==> src/rtl/sof_locator_pkg.sv <==
package sof_locator_pkg;
  localparam int unsigned DEF_SAMPLE_W = 11;
  localparam int unsigned DEF_LINE_W   = 11;
  localparam int unsigned MIN_SAMPLES  = 858;
  localparam int unsigned MIN_LINES    = 525;

  typedef enum logic {
    MODE_COORD = 1'b0,
    MODE_VSYNC = 1'b1
  } sof_mode_e;
endpackage

==> src/rtl/sof_rst_sync.sv <==
module sof_rst_sync #(
  parameter int unsigned STAGES = 2
) (
  input  logic clk,
  input  logic rst_ni,
  output logic rst_no
);
  logic [STAGES-1:0] sync_q;

  always_ff @(posedge clk or negedge rst_ni) begin
    if (!rst_ni) sync_q <= '0;
    else         sync_q <= {sync_q[STAGES-2:0], 1'b1};
  end

  assign rst_no = sync_q[STAGES-1];
endmodule

==> src/rtl/sof_raster_count.sv <==
module sof_raster_count #(
  parameter int unsigned SAMPLE_W = 11,
  parameter int unsigned LINE_W   = 11
) (
  input  logic                clk,
  input  logic                rst_n,
  input  logic                vid_valid,
  input  logic                hsync,
  input  logic                vsync,
  output logic                h_edge,
  output logic                v_edge,
  output logic                cur_sub,
  output logic [SAMPLE_W-1:0] cur_sample,
  output logic [LINE_W-1:0]   cur_line
);
  localparam logic [SAMPLE_W-1:0] SAMPLE_MAX = {SAMPLE_W{1'b1}};
  localparam logic [LINE_W-1:0]   LINE_MAX   = {LINE_W{1'b1}};

  logic                hs_q, vs_q, sub_q;
  logic [SAMPLE_W-1:0] samp_q;
  logic [LINE_W-1:0]   line_q;

  logic                hs_n, vs_n, sub_n;
  logic [SAMPLE_W-1:0] samp_n;
  logic [LINE_W-1:0]   line_n;

  // position of the present beat
  always_comb begin
    h_edge     = vid_valid & hsync & ~hs_q;
    v_edge     = vid_valid & vsync & ~vs_q;
    cur_sub    = h_edge ? 1'b0 : sub_q;
    cur_sample = h_edge ? '0 : samp_q;
    if (v_edge)
      cur_line = '0;
    else if (h_edge && line_q != LINE_MAX)
      cur_line = line_q + 1'b1;
    else
      cur_line = line_q;
  end

  // next state, advanced only on valid beats
  always_comb begin
    hs_n   = hs_q;
    vs_n   = vs_q;
    sub_n  = sub_q;
    samp_n = samp_q;
    line_n = line_q;
    if (vid_valid) begin
      hs_n   = hsync;
      vs_n   = vsync;
      sub_n  = ~cur_sub;
      samp_n = (cur_sample == SAMPLE_MAX) ? cur_sample : cur_sample + 1'b1;
      line_n = cur_line;
    end
  end

  always_ff @(posedge clk or negedge rst_n) begin
    if (!rst_n) begin
      hs_q   <= 1'b0;
      vs_q   <= 1'b0;
      sub_q  <= 1'b0;
      samp_q <= '0;
      line_q <= '0;
    end else begin
      hs_q   <= hs_n;
      vs_q   <= vs_n;
      sub_q  <= sub_n;
      samp_q <= samp_n;
      line_q <= line_n;
    end
  end

  // idle cycles leave the raster state untouched
  a_r9_idle_hold: assert property (@(posedge clk) disable iff (!rst_n)
    !vid_valid |=> ($stable(samp_q) && $stable(line_q) && $stable(sub_q) && $stable(hs_q)));

  // a line start puts the following beat at sample 1, subsample 1
  a_r3_line_start: assert property (@(posedge clk) disable iff (!rst_n)
    (vid_valid && hsync && !hs_q) |=> (samp_q == 1 && sub_q == 1'b1));
endmodule

==> src/rtl/sof_coord_shadow.sv <==
module sof_coord_shadow #(
  parameter int unsigned SAMPLE_W = 11,
  parameter int unsigned LINE_W   = 11
) (
  input  logic                clk,
  input  logic                rst_n,
  input  logic                load,
  input  logic                cfg_sub,
  input  logic [SAMPLE_W-1:0] cfg_sample,
  input  logic [LINE_W-1:0]   cfg_line,
  output logic                eff_sub,
  output logic [SAMPLE_W-1:0] eff_sample,
  output logic [LINE_W-1:0]   eff_line
);
  logic                sub_q, sub_n;
  logic [SAMPLE_W-1:0] samp_q, samp_n;
  logic [LINE_W-1:0]   line_q, line_n;

  always_comb begin
    sub_n  = load ? cfg_sub    : sub_q;
    samp_n = load ? cfg_sample : samp_q;
    line_n = load ? cfg_line   : line_q;
    // the boundary beat already compares against the new setting
    eff_sub    = sub_n;
    eff_sample = samp_n;
    eff_line   = line_n;
  end

  always_ff @(posedge clk or negedge rst_n) begin
    if (!rst_n) begin
      sub_q  <= 1'b0;
      samp_q <= '0;
      line_q <= '0;
    end else begin
      sub_q  <= sub_n;
      samp_q <= samp_n;
      line_q <= line_n;
    end
  end

  // the captured coordinates move only at a frame boundary
  a_r8_shadow_stable: assert property (@(posedge clk) disable iff (!rst_n)
    !load |=> ($stable(samp_q) && $stable(line_q) && $stable(sub_q)));
endmodule

==> src/rtl/sof_pulse_gen.sv <==
module sof_pulse_gen #(
  parameter int unsigned SAMPLE_W = 11,
  parameter int unsigned LINE_W   = 11
) (
  input  logic                      clk,
  input  logic                      rst_n,
  input  logic                      vid_valid,
  input  logic                      v_edge,
  input  sof_locator_pkg::sof_mode_e mode,
  input  logic                      interlaced,
  input  logic                      field,
  input  logic                      cur_sub,
  input  logic [SAMPLE_W-1:0]       cur_sample,
  input  logic [LINE_W-1:0]         cur_line,
  input  logic                      eff_sub,
  input  logic [SAMPLE_W-1:0]       eff_sample,
  input  logic [LINE_W-1:0]         eff_line,
  output logic                      sof_o
);
  import sof_locator_pkg::*;

  logic hit, second_field, sof_n, sof_q;

  always_comb begin
    second_field = interlaced & field;
    unique case (mode)
      MODE_VSYNC: hit = v_edge;
      default:    hit = (cur_sub == eff_sub) && (cur_sample == eff_sample)
                        && (cur_line == eff_line);
    endcase
    sof_n = vid_valid & hit & ~second_field;
  end

  always_ff @(posedge clk or negedge rst_n) begin
    if (!rst_n) sof_q <= 1'b0;
    else        sof_q <= sof_n;
  end

  assign sof_o = sof_q;

  // never two pulse cycles in a row
  a_r2_one_cycle: assert property (@(posedge clk) disable iff (!rst_n)
    sof_q |=> !sof_q);

  // no pulse for a second-field beat of an interlaced stream
  a_r7_no_second_field: assert property (@(posedge clk) disable iff (!rst_n)
    (interlaced && field) |=> !sof_q);

  // a pulse always follows a valid beat
  a_r9_valid_only: assert property (@(posedge clk) disable iff (!rst_n)
    !vid_valid |=> !sof_q);
endmodule

==> src/rtl/sof_locator.sv <==
module sof_locator
  import sof_locator_pkg::*;
#(
  parameter int unsigned SAMPLE_W = DEF_SAMPLE_W,
  parameter int unsigned LINE_W   = DEF_LINE_W
) (
  input  logic                clk,
  input  logic                rst_ni,
  input  logic                vid_valid,
  input  logic                hsync,
  input  logic                vsync,
  input  logic                field,
  input  logic                interlaced,
  input  logic                sync_mode,
  input  logic                cfg_sub,
  input  logic [SAMPLE_W-1:0] cfg_sample,
  input  logic [LINE_W-1:0]   cfg_line,
  output logic                sof_o
);
  localparam bit WIDE_ENOUGH = ((64'd1 << SAMPLE_W) >= MIN_SAMPLES)
                             && ((64'd1 << LINE_W) >= MIN_LINES);

  logic                rst_n;
  logic                h_edge, v_edge;
  logic                cur_sub, eff_sub;
  logic [SAMPLE_W-1:0] cur_sample, eff_sample;
  logic [LINE_W-1:0]   cur_line, eff_line;
  sof_mode_e           mode;

  assign mode = sof_mode_e'(sync_mode);

  sof_rst_sync #(.STAGES(2)) u_rst (
    .clk(clk), .rst_ni(rst_ni), .rst_no(rst_n)
  );

  sof_raster_count #(.SAMPLE_W(SAMPLE_W), .LINE_W(LINE_W)) u_cnt (
    .clk(clk), .rst_n(rst_n), .vid_valid(vid_valid),
    .hsync(hsync), .vsync(vsync),
    .h_edge(h_edge), .v_edge(v_edge),
    .cur_sub(cur_sub), .cur_sample(cur_sample), .cur_line(cur_line)
  );

  sof_coord_shadow #(.SAMPLE_W(SAMPLE_W), .LINE_W(LINE_W)) u_shadow (
    .clk(clk), .rst_n(rst_n), .load(v_edge),
    .cfg_sub(cfg_sub), .cfg_sample(cfg_sample), .cfg_line(cfg_line),
    .eff_sub(eff_sub), .eff_sample(eff_sample), .eff_line(eff_line)
  );

  sof_pulse_gen #(.SAMPLE_W(SAMPLE_W), .LINE_W(LINE_W)) u_pulse (
    .clk(clk), .rst_n(rst_n), .vid_valid(vid_valid), .v_edge(v_edge),
    .mode(mode), .interlaced(interlaced), .field(field),
    .cur_sub(cur_sub), .cur_sample(cur_sample), .cur_line(cur_line),
    .eff_sub(eff_sub), .eff_sample(eff_sample), .eff_line(eff_line),
    .sof_o(sof_o)
  );

  // a raster of 858 samples by 525 lines must fit the counters
  initial a_r3_width: assert (WIDE_ENOUGH);

  // in sync mode a pulse always follows a vertical sync rise
  a_r6_vsync_mode: assert property (@(posedge clk) disable iff (!rst_n)
    (sync_mode && v_edge && !(interlaced && field)) |=> sof_o);

  // unused in the top beyond the counters' own checks
  logic unused_h;
  assign unused_h = h_edge;
endmodule

==> config.mk <==
export PLATFORM = sky130hd
export DESIGN_NAME = sof_locator
export DESIGN_NICKNAME = d
export VERILOG_FILES = /design/src/rtl/sof_locator_pkg.sv /design/src/rtl/sof_rst_sync.sv /design/src/rtl/sof_raster_count.sv /design/src/rtl/sof_coord_shadow.sv /design/src/rtl/sof_pulse_gen.sv /design/src/rtl/sof_locator.sv
export SDC_FILE = /design/constraint.sdc
export NUM_CORES = 1
export LEC_CHECK = 0
export ABC_AREA = 0
export BUFFER_PORTS_ARGS = -buffer_cell sky130_fd_sc_hd__buf_2
export CORE_UTILIZATION = 55
export DETAILED_ROUTE_END_ITERATION = 6
export GPL_TIMING_DRIVEN = 0
export PLACE_DENSITY = 0.74
export SLEW_MARGIN = 10
export SYNTH_ARGS = -nofsm -noshare
export SYNTH_HDL_FRONTEND = slang
export SYNTH_HIERARCHICAL = 1
export SYNTH_SLANG_ARGS = --single-unit
==> constraint.sdc <==
create_clock -name clk -period 2 [get_ports clk]
set_input_delay 0.2 -clock clk [delete_from_list [all_inputs] [get_ports clk]]
set_output_delay 0.2 -clock clk [all_outputs]
set_load 0.005 [all_outputs]
==> metrics.md <==
| Metric | Value |
|---|---|
| Clk_skew | 9.18 ps |
| Most frequent CP cell | buf_4 |
| Post-Place Worst Slack | -387 ps |
| Main synth FF type | dfrtp_1 |
| Reg2reg path depth | 11 |
| Residual DRC | 0 |
| Via count | 2164 |
| Worst-case clock buffer depth | 2 |
| Critical path cell sequence | ha_4 -> buf_4 -> buf_4 -> nand2_4 -> nor4_4 -> o211ai_1 -> o31ai_2 -> xor2_1 -> nor4_1 -> nand4_1 -> o21ai_1 |
| Synth Cell Area | 0.00276 mm² |
| Worst-skew pair later-pin latency | 300 ps |
| H-tree depth | 2 |
| Post-synthesis register bit count | 51 |
| Hold Path Stages | 2 |
| Reg power frac | 46.5% |
| Die Wd | roughly 73 µm |
| DR iter-0 viols | 110 |
| Sequential fraction of the synthesis area | 46.3% |
| Post-synth ARST share | 100% |
| # rows | 25 |
| Crit path max-delay family | simple AND/OR/NAND/NOR gates |
| Number of flops mapped to enable cells by yosys | 0 |
| Synth top area share | a little under half |
| Cells after Synth | 249 |
| All-layer global routing usage | 24.4% |
| Failing checks | setup timing |
| Number of I/O pins | 32 |
| Post-layout min period | around 2200 ps |
| IO Port Bufs | 31 |
| Crit path launch type | register |
| Int Power | slightly below 2 mW |
| Die ar. | roughly 0.0053 mm² |
| P_sw | 796 µW |
| First drt pass iteration count | 4 |
| Gpl congestion | around 0.8 |
| Slew @ Worst Pin | roughly 560 ps |
| Kind of critical path | register to register |
| Antenna-violating nets left | 0 |
| Vias per inst | 5.66 |
| Clk sink count | 51 |
| Area grow syn2layout | 30.4% |
| Logic gate share of total power | between 20% and 30% |
| Status | complete, but fails checks |
| CTS buffer count | 5 |
| Static Leak | 1.67 nW |
| WL per Instance | between 15 and 20 µm |
| Synth area leaders | dfrtp_1 46%, mux2_2 10%, xor2_1 8.3%, a21oi_1 2.7%, and2_1 2.7% |
| Worst Hold Class | input port to register |
| Largest stage delay, worst path | 420 ps |
| TNS Setup | -204 ps |
| Hold Fails Final Rpt | 0 |
| Min-delay src | cfg_sample[2] |
| Maxcap violations | 0 |
| Core Region | 0.00479 mm² |
| Worst R2R Start | u_cnt/line_q[1]$_DFFE_PN0P_ |
| Syn_nets | 282 |
| Relative slew slack | 62.5% |
| Clk root buf | clkbuf_8 |
| Worst Hold Path EP | u_shadow/samp_q[2]$_DFF_PN0_ |
| Worst setup margin | -204 ps |
| Vias in the first global route | 2092 |
| Crit end category | register |
| Final WL | 6350 µm |
| Power density over cell area | 774 mW/mm² |
| Fmax | 454 MHz |
| Critical path buffer and inverter count | 2 |
| Netlist cell types | 50 |
| # diodes | 0 |
| Sw Share | about 29% |
| Final Max Slew Viols | 0 |
| Final nets | 347 |
| Pin count of the biggest net entering global routing | 33 |
| Worst Path Required | 2220 ps |
| Mean Syn Cell Area | 11.1 µm² |
| Antenna violations before repair | 0 |
| Reg-to-reg critical path endpoint | u_pulse/sof_o$_DFF_PN0_ |
| First-pass GRT wire length | 9860 µm |
| Most frequent cells in the layout | 45 x dfrtp_1, 31 x buf_2, 26 x xor2_1 |
| Post-DP HPWL | around 4000 µm |
| Reg clk slew, reported paths | 90 ps |
| Power share of the clock group | 26.4% |
| RSZ-0062 raised after global routing | true |
| Maximum vdd drop | roughly 570 µV |
| FF-to-FF setup slack | -200 ps |
| CTS tree | yes |
| Final setup viols | 1 |
| Ys Warns | 6 |
| Share of cells above drive strength 1 | 45.7% |
| Crit-path slowest cell | dfrtp_1 |
| Period utilization | 110% |
| Aggregate global routing overflow | 0 |
| Initial core utilization | 57.6% |
| Crit path DAT | 2430 ps |
| Commonest non-fill, non-tap cell in the layout | dfrtp_1 |
| Area leader, netlist | dfrtp_1 |
| Die Ht | 72.8 µm |
| Critical path peak fanout | 5 |
worst max path at each step:
stage	end	from	slack, ps	depth (start not counted)
finish	u_pulse/sof_o$_DFF_PN0_	u_cnt/line_q[1]$_DFFE_PN0P_	-200	11
global route	u_pulse/sof_o$_DFF_PN0_	u_cnt/line_q[1]$_DFFE_PN0P_	-320	11
CTS	u_pulse/sof_o$_DFF_PN0_	u_cnt/hs_q$_DFFE_PN0P_	-140	10
detailed placement	u_pulse/sof_o$_DFF_PN0_	vid_valid	-390	11
global placement	u_pulse/sof_o$_DFF_PN0_	vid_valid	-370	11
floorplan	u_pulse/sof_o$_DFF_PN0_	u_cnt/vs_q$_DFFE_PN0P_	40	10
metrics by stage:
stage | utilization (%) | instances | hold WS, ps | power [mW] | area [µm²]
6_report | 75.2 | 382 | 150 | 2.78 | 3600
2_1_floorplan | - | 249 | -95.6 | 1.75 | 2770
3_5_place_dp | 63.4 | 348 | -12.8 | 1.91 | 3030
3_3_place_gp | 62.9 | 347 | -14.9 | 1.89 | 3010
4_1_cts | 71.2 | 370 | 148 | 2.72 | 3410
5_1_grt | 75.2 | 382 | 142 | 2.92 | 3600
cells by family after synthesis:
logic type      Yosys count  synth area share (%)
mux                      25                  10.2
simple gates             79                  18.9
compound gates           46                  10.8
buf+inv                  17                  3.86
fa+ha+maj                 2                 0.907
flops                    51                  46.3
xor+xnor                 28                  8.89
other cells               1                 0.136
final cells by class:
| cell class | count | area (µm²) |
|---|---|---|
| buffer | 10 | 125 |
| clock buffer | 6 | 82.6 |
| clock inverter | 2 | 35.0 |
| fill | 319 | 1190 |
| inverter | 7 | 33.8 |
| multi-input combinational | 181 | 1550 |
| sequential | 51 | 1280 |
| tap | 67 | 83.8 |
| timing repair buffer | 58 | 405 |
cells in the mapped netlist (2+ instances only):
cell type   n
inv_1       6
o21ai_0     7
nor4_4      2
xor2_1     26
a311oi_1    2
ha_1        2
clkbuf_1    5
buf_6       3
or4_1       2
mux2_2     25
nor4_1      4
dfrtp_1    51
or3_1       3
nor2_1      4
a31oi_1     2
a21oi_1    15
nand3_1    11
nand4_1     6
o31ai_1     5
and2_1     12
nor4_2      2
and3_1      6
o211ai_1    2
a22o_1      2
nand2_1    11
xnor2_1     2
nor3_1      7
o41ai_1     2
registers in the layout, indices dropped and copies added (netlist names), 2 cells and up:
signal / flops
u_rst/sync_q: 2
u_cnt/samp_q: 11
u_cnt/line_q: 11
u_shadow/samp_q: 11
u_shadow/line_q: 11
layer usage:
| metal | part of all wire (%) | routed length, µm | global-route usage [%] |
|---|---|---|---|
| met4 | 1.8 | 116 | 7.84 |
| met5 | 0 | 0 | 0 |
| met3 | 3.4 | 213 | 4.83 |
| met2 | 51 | 3220 | 40.3 |
| met1 | 44 | 2790 | 32.5 |
power groups by stage:
stage | clock [mW] | sequential [mW] | combinational [mW]
global route | 0.790 | 1.32 | 0.819
CTS | 0.750 | 1.29 | 0.679
finish | 0.736 | 1.29 | 0.753
floorplan | 0 | 1.29 | 0.463
detailed placement | 0 | 1.31 | 0.603
global placement | 0 | 1.31 | 0.573
what timing repair did:
item | 4_1_cts | 5_1_grt
cloned | 1 | 0
gates resized for setup | 32 | 30
endpoints found under the setup margin | 11 | 6
setup buffers | 12 | 13
hold buffers | 1 | 0
endpoints found under the hold margin | 2 | 0
pin swaps | 11 | 16
(Power assumes the default switching activity.)
